$ cat src/rtl/ecc_pkg.sv
package ecc_pkg;

  typedef enum logic [2:0] {
    EDGE_NONE = 3'b000,
    EDGE_RISE = 3'b001,
    EDGE_FALL = 3'b010,
    EDGE_BOTH = 3'b011
  } edge_mode_e;

  typedef struct packed {
    edge_mode_e mode;
    logic       tb_sel;
    logic       cont;
    logic [1:0] prio;
    logic       irq_en;
  } ecc_ctrl_t;

  localparam logic [1:0] ADDR_CTRL = 2'd0;
  localparam logic [1:0] ADDR_MAX  = 2'd1;
  localparam logic [1:0] ADDR_IRQ  = 2'd2;

  localparam int MODE_KEEP_BIT = 2;
  localparam int TB_SEL_BIT    = 4;
  localparam int CONT_BIT      = 7;
  localparam int PRIO_LSB      = 8;
  localparam int IEN_BIT       = 10;

  localparam logic [1:0] SVC_INIT = 2'b01;

endpackage

$ cat src/rtl/ecc_edge.sv
module ecc_edge #(
  parameter int STAGES = 2
) (
  input  logic                   clk,
  input  logic                   rst_n,
  input  logic                   pin_i,
  input  ecc_pkg::edge_mode_e    mode_i,
  output logic                   hit_o
);
  import ecc_pkg::*;

  logic [STAGES-1:0] sr;
  logic              prev;
  logic              sync;
  logic              rise;
  logic              fall;

  generate
    if (STAGES == 1) begin : g_one
      always_ff @(posedge clk) begin
        if (!rst_n) sr <= '0;
        else        sr <= pin_i;
      end
    end else begin : g_chain
      always_ff @(posedge clk) begin
        if (!rst_n) sr <= '0;
        else        sr <= {sr[STAGES-2:0], pin_i};
      end
    end
  endgenerate

  assign sync = sr[STAGES-1];

  always_ff @(posedge clk) begin
    if (!rst_n) prev <= 1'b0;
    else        prev <= sync;
  end

  assign rise = sync & ~prev;
  assign fall = ~sync & prev;

  always_comb begin
    unique case (mode_i)
      EDGE_RISE: hit_o = rise;
      EDGE_FALL: hit_o = fall;
      EDGE_BOTH: hit_o = rise | fall;
      default:   hit_o = 1'b0;
    endcase
  end


  no_edge_chk: assert property (@(posedge clk) disable iff (!rst_n)
    (mode_i == EDGE_NONE) |-> !hit_o);


  rise_only_chk: assert property (@(posedge clk) disable iff (!rst_n)
    (hit_o && mode_i == EDGE_RISE) |-> (sync && !prev));

endmodule

$ cat src/rtl/ecc_cfg.sv
module ecc_cfg #(
  parameter int DW = 16
) (
  input  logic               clk,
  input  logic               rst_n,
  input  logic               we_i,
  input  logic [1:0]         addr_i,
  input  logic [DW-1:0]      wdata_i,
  output ecc_pkg::ecc_ctrl_t ctrl_o,
  output logic [DW-1:0]      max_o,
  output logic               irq_clr_o
);
  import ecc_pkg::*;

  logic ctrl_we;
  assign ctrl_we = we_i && (addr_i == ADDR_CTRL);

  always_ff @(posedge clk) begin
    if (!rst_n) begin
      ctrl_o <= '0;
      max_o  <= '0;
    end else begin
      if (ctrl_we) begin
        if (!wdata_i[MODE_KEEP_BIT])
          ctrl_o.mode <= edge_mode_e'(wdata_i[2:0]);
        ctrl_o.tb_sel <= wdata_i[TB_SEL_BIT];
        ctrl_o.cont   <= wdata_i[CONT_BIT];
        ctrl_o.prio   <= wdata_i[PRIO_LSB +: 2];
        ctrl_o.irq_en <= wdata_i[IEN_BIT];
      end
      if (we_i && addr_i == ADDR_MAX)
        max_o <= wdata_i;
    end
  end

  assign irq_clr_o = we_i && (addr_i == ADDR_IRQ) && !wdata_i[0];


  mode_keep_chk: assert property (@(posedge clk) disable iff (!rst_n)
    (ctrl_we && wdata_i[MODE_KEEP_BIT]) |=> $stable(ctrl_o.mode));

endmodule

$ cat src/rtl/ecc_track.sv
module ecc_track #(
  parameter int DW   = 16,
  parameter int TS_W = 16
) (
  input  logic               clk,
  input  logic               rst_n,
  input  logic               hit_i,
  input  logic               arm_i,
  input  ecc_pkg::ecc_ctrl_t ctrl_i,
  input  logic [DW-1:0]      max_i,
  input  logic               irq_clr_i,
  input  logic [TS_W-1:0]    tb1_i,
  input  logic [TS_W-1:0]    tb2_i,
  output logic [DW-1:0]      cnt_o,
  output logic [TS_W-1:0]    last_o,
  output logic [TS_W-1:0]    final_o,
  output logic               irq_o
);
  localparam logic [DW-1:0] ONE = 1;

  logic            armed;
  logic            cnt_en;
  logic            done;
  logic [DW-1:0]   nxt;
  logic [TS_W-1:0] ts;

  assign ts     = ctrl_i.tb_sel ? tb2_i : tb1_i;
  assign cnt_en = armed && (ctrl_i.prio != 2'b00) && hit_i && !arm_i;
  assign nxt    = cnt_o + ONE;
  assign done   = cnt_en && (nxt == max_i);

  always_ff @(posedge clk) begin
    if (!rst_n) begin
      armed   <= 1'b0;
      cnt_o   <= '0;
      last_o  <= '0;
      final_o <= '0;
    end else if (arm_i) begin
      armed <= 1'b1;
      cnt_o <= '0;
    end else if (cnt_en) begin
      last_o <= ts;
      if (done) begin
        final_o <= ts;
        if (ctrl_i.cont) begin
          cnt_o <= '0;
        end else begin
          cnt_o <= nxt;
          armed <= 1'b0;
        end
      end else begin
        cnt_o <= nxt;
      end
    end
  end

  always_ff @(posedge clk) begin
    if (!rst_n)                     irq_o <= 1'b0;
    else if (done && ctrl_i.irq_en) irq_o <= 1'b1;
    else if (irq_clr_i)             irq_o <= 1'b0;
  end


  cnt_step_chk: assert property (@(posedge clk) disable iff (!rst_n)
    (cnt_o != $past(cnt_o)) |-> ((cnt_o == $past(cnt_o) + ONE) || (cnt_o == '0)));


  final_eq_last_chk: assert property (@(posedge clk) disable iff (!rst_n)
    done |=> (final_o == last_o));


  idle_hold_chk: assert property (@(posedge clk) disable iff (!rst_n)
    (!armed && !arm_i) |=> ($stable(cnt_o) && $stable(last_o) && $stable(final_o)));


  prio_gate_chk: assert property (@(posedge clk) disable iff (!rst_n)
    ((ctrl_i.prio == 2'b00) && !arm_i) |=> $stable(cnt_o));


  irq_set_chk: assert property (@(posedge clk) disable iff (!rst_n)
    (done && ctrl_i.irq_en) |=> irq_o);


  irq_rise_chk: assert property (@(posedge clk) disable iff (!rst_n)
    $rose(irq_o) |-> $past(done && ctrl_i.irq_en));

endmodule

$ cat src/rtl/edge_xcount.sv
module edge_xcount #(
  parameter int DW          = 16,
  parameter int TS_W        = 16,
  parameter int SYNC_STAGES = 2
) (
  input  logic            clk,
  input  logic            rst_n,
  input  logic            pin_i,
  input  logic [TS_W-1:0] tb1_i,
  input  logic [TS_W-1:0] tb2_i,
  input  logic            cfg_we_i,
  input  logic [1:0]      cfg_addr_i,
  input  logic [DW-1:0]   cfg_wdata_i,
  input  logic            svc_valid_i,
  input  logic [1:0]      svc_code_i,
  output logic [DW-1:0]   count_o,
  output logic [TS_W-1:0] last_ts_o,
  output logic [TS_W-1:0] final_ts_o,
  output logic            irq_o
);
  import ecc_pkg::*;

  ecc_ctrl_t     ctrl;
  logic [DW-1:0] max_cnt;
  logic          irq_clr;
  logic          hit;
  logic          arm;

  assign arm = svc_valid_i && (svc_code_i == SVC_INIT);

  ecc_cfg #(.DW(DW)) u_cfg (
    .clk       (clk),
    .rst_n     (rst_n),
    .we_i      (cfg_we_i),
    .addr_i    (cfg_addr_i),
    .wdata_i   (cfg_wdata_i),
    .ctrl_o    (ctrl),
    .max_o     (max_cnt),
    .irq_clr_o (irq_clr)
  );

  ecc_edge #(.STAGES(SYNC_STAGES)) u_edge (
    .clk    (clk),
    .rst_n  (rst_n),
    .pin_i  (pin_i),
    .mode_i (ctrl.mode),
    .hit_o  (hit)
  );

  ecc_track #(.DW(DW), .TS_W(TS_W)) u_track (
    .clk       (clk),
    .rst_n     (rst_n),
    .hit_i     (hit),
    .arm_i     (arm),
    .ctrl_i    (ctrl),
    .max_i     (max_cnt),
    .irq_clr_i (irq_clr),
    .tb1_i     (tb1_i),
    .tb2_i     (tb2_i),
    .cnt_o     (count_o),
    .last_o    (last_ts_o),
    .final_o   (final_ts_o),
    .irq_o     (irq_o)
  );

endmodule

$ cat config.mk
export PLATFORM = sky130hd
export DESIGN_NAME = edge_xcount
export DESIGN_NICKNAME = d
export VERILOG_FILES = /design/src/rtl/ecc_pkg.sv /design/src/rtl/ecc_edge.sv /design/src/rtl/ecc_cfg.sv /design/src/rtl/ecc_track.sv /design/src/rtl/edge_xcount.sv
export SDC_FILE = /design/constraint.sdc
export NUM_CORES = 1
export LEC_CHECK = 0
export BUFFER_PORTS_ARGS = -buffer_cell sky130_fd_sc_hd__buf_2
export CAP_MARGIN = 10
export CORE_ASPECT_RATIO = 0.8
export CORE_MARGIN = 4
export CORE_UTILIZATION = 25
export DETAILED_ROUTE_END_ITERATION = 10
export HOLD_SLACK_MARGIN = 0.15
export PLACE_DENSITY_LB_ADDON = 0.08
export SLEW_MARGIN = 0
export SYNTH_ARGS = -nofsm -noshare
export SYNTH_HDL_FRONTEND = slang
export SYNTH_SLANG_ARGS = --single-unit
export TNS_END_PERCENT = 1
$ cat constraint.sdc
create_clock -name clk -period 2.8 [get_ports clk]
set_clock_uncertainty 0.05 [all_clocks]
set_input_delay 0.56 -clock clk [delete_from_list [all_inputs] [get_ports clk]]
set_output_delay 0.56 -clock clk [all_outputs]
set_load 0.05 [all_outputs]
==> impl_results.md <==
- Achievable Freq: 0.385 GHz
- Ant diodes: 0
- Post-DP HPWL: 8.68 mm
- CP Buf/Inv Count: 1
- Distinct cells, synth: 51
- Drt drc: 0
- Core Area: 0.0151 mm2
- Worst-skew pair later-pin latency: 0.34 ns
- Mean post-synth cell area: 8.72 um2
- Most frequent cells in the layout: 107 x nand2_1, 105 x buf_2, 72 x dfxtp_1, 32 x a21boi_0, 27 x xnor2_1
- Slew at the pin closest to its max-slew limit: 0.862 ns
- P_sw: 538 uW
- Initial Utilization: 25.7%
- Final setup TNS: 0 ns
- Commonest non-fill, non-tap cell in the layout: nand2_1
- Comb power frac: 6.3%
- Setup slack after layout: 0.203 ns
- Global-route wire length before repair: 18.6 mm
- Largest net degree at the start of global routing: 78
- # hold bufs at CTS: 0
- Maxcap violations: 0
- Setup violators final: 0
- Pwr Density: 492 mW/mm2
- Startpoint Class: flop
- # rows: 40
- Pre-CTS setup slack: 0.0878 ns
- Synth Cell Area: 0.00388 mm2
- Die height: 119 um
- Vias per cell: 4.49
- Maximum vdd drop: 271 uV
- Starting DRC count in detailed routing: 140
- Hold Crit Class: flop to flop
- Die width: 147 um
- Total power: 2440 uW
- Critical Path RT: 2.98 ns
- Root buffer cell: clkbuf_16
- Critical Path AT: 2.77 ns
- Number of global-route vias before repair: 3,388
- Initial antenna violation count: 0
- Leading area contributor after synthesis: dfxtp_1
- Sequential power share: 45.6%
- Number of gates resized after cts: 0
- TritonCTS Buffers: 9
- CP max stage delay: 0.58 ns
- Top FF cell, synth: dfxtp_1
- Clk pwr share: 48.1%
- Clock Pin Slew Worst Setup and Hold Paths: 0.06 ns
- Via count: 3,418
- Clock sinks: 76
- CP max FO: 16
- Mapped Cells: 445
- Final #Nets: 608
- Post-synth EDFFs: 0
- CP delay by family, top: simple AND/OR/NAND/NOR gates
- Synth area leaders: dfxtp_1 39%, nand2_1 10%, mux2i_1 6.2%, a21boi_0 6.2%, xnor2_1 6.1%
- Share of flip-flops with an asynchronous set or reset: 0%
- Outcome: finished, final reports clean
- CTS tree: built
- Post-synthesis sequential area ratio: 39.2%
- Share of post-route cells with drive strength above 1: 30.1%
- Final WL: 11.6 mm
- Total grt overflow: 0
- Critical Path, Cell by Cell: ha_1 -> nand4_4 -> or3_1 -> a22oi_1 -> o2111ai_1 -> or4_4 -> buf_6 -> mux2i_1
- Fin. Hold Viols: 0
- Ys Warns: 0
- Final Cycle Share: 92.7%
- GRT Util Overall: 13.6%
- WS Path Type: flop to flop
- Fin crit period: 2.60 ns
- Slowest stage cell on the critical path: or4_4
- Buffers on Ports: 105
- Die Area: 0.0176 mm2
- Share of the synthesized area in the top cell type: 39.2%
- LEAKAGE: 0.00205 uW
- Avg WL per Cell: 15.3 um
- Type of destination of the critical path: flop
- Area grow syn2layout: 27.6%
- Drt first pass iters: 4
- Normalized max-slew margin: 42.4%
- Pint: 1900 uW
- Sw Ratio: 22.1%
- Clock Path Buffers: 2
- Final slew viol count: 0
- I/O pin cnt: 106
- Final Wtd Congestion: 0.803
- Post-Syn Nets: 505
- Post-DRT Antenna Nets: 0
- CTS HTree Levels: 3
- #FFs+latches synth: 76
- Postcts setup bufs: 0
- RSZ-0062 raised after global routing: no
[routing by layer]
| metal | vias to the layer above | GRT usage, % | share of wire (%) |
|---|---|---|---|
| met5 | - | 0 | 0 |
| met4 | 0 | 3.32 | 0.81 |
| met3 | 9 | 5.52 | 6.5 |
| met2 | 79 | 20.3 | 43 |
| met1 | 1579 | 18.3 | 49 |
| li1 | 1751 | - | - |
[per-stage QoR]
step	std cells	utilization, %	hold slack, ns	area [um2]
floorplan	445	-	0.362	3890
global placement	747	30.8	0.369	4650
detailed placement	747	30.8	0.379	4650
CTS	761	32.7	0.379	4940
global route	761	32.8	0.383	4950
finish	761	32.8	0.387	4950
[sequential cells by signal (all words and copies together) (netlist names)]
register and flops:
u_cfg.max_o 16, u_track.cnt_o 16, u_track.final_o 16, u_track.last_o 16
u_cfg.ctrl_o 7, u_edge.sr 2, u_edge.prev 1, u_track.armed 1
u_track.irq_o 1
[cell type report]
type | count | area [um2]
Clock buffer | 12 | 256
Fill cell | 1663 | 10200
Inverter | 4 | 15.0
Multi-Input combinational cell | 332 | 2180
Sequential cell | 76 | 1530
Tap cell | 210 | 263
Clock inverter | 2 | 35.0
Timing Repair Buffer | 125 | 679
[synthesized netlist by cell type (all sizes together), types with 4 or more instances]
cell type  instances
mux2i             24
a211oi            12
and2               4
and3               4
a21oi              8
nand2            107
nor2               6
xnor2             27
mux2              16
and4               5
nand4              6
o21ai              7
dfxtp             76
a21boi            32
nor3               5
nor2b             10
buf               11
nor4               6
nand3             12
clkbuf            22
inv                4
xor2               5
[cells by family (layout without fill, tap and decap cells)]
kind of cell               after synthesis  count (layout)  synth area share (%)
AOI/OAI and AO/OA                       76              76                  14.2
xor gates and xnor gates                32              32                  7.22
adders and majority gates                3               3                 0.968
buffers and inverters                   37             143                  4.90
DFF                                     76              76                  39.2
muxes                                   40              40                  10.8
and+or+nand+nor                        181             181                  22.7
[power groups by stage]
stage	clock (uW)	sequential [uW]	combinational, uW
floorplan	0	1120	92.2
global placement	0	1130	155
detailed placement	0	1130	156
CTS	1220	1110	157
global route	1260	1110	175
finish	1170	1110	154
[worst reg2reg max path, delay by kind of cell, from the launching register on]
family          cells  cell delay (ns)
buf+inv             1             0.20
flops               1             0.33
mux                 1             0.14
compound gates      2             0.39
fa+ha+maj           1             0.23
simple gates        3             1.16
[final timing paths]
kind / start / to / slack (ns) / cells after the start
setup reg to reg: u_track.cnt_o[0] / u_track.final_o[15] / 0.20 / 8
hold / removal: u_edge.sr[0] / u_edge.sr[1] / 0.39 / 1
hold reg to reg: u_edge.sr[0] / u_edge.sr[1] / 0.39 / 1
setup / recovery: u_track.cnt_o[0] / u_track.final_o[15] / 0.20 / 8
(Power assumes the default switching activity.)
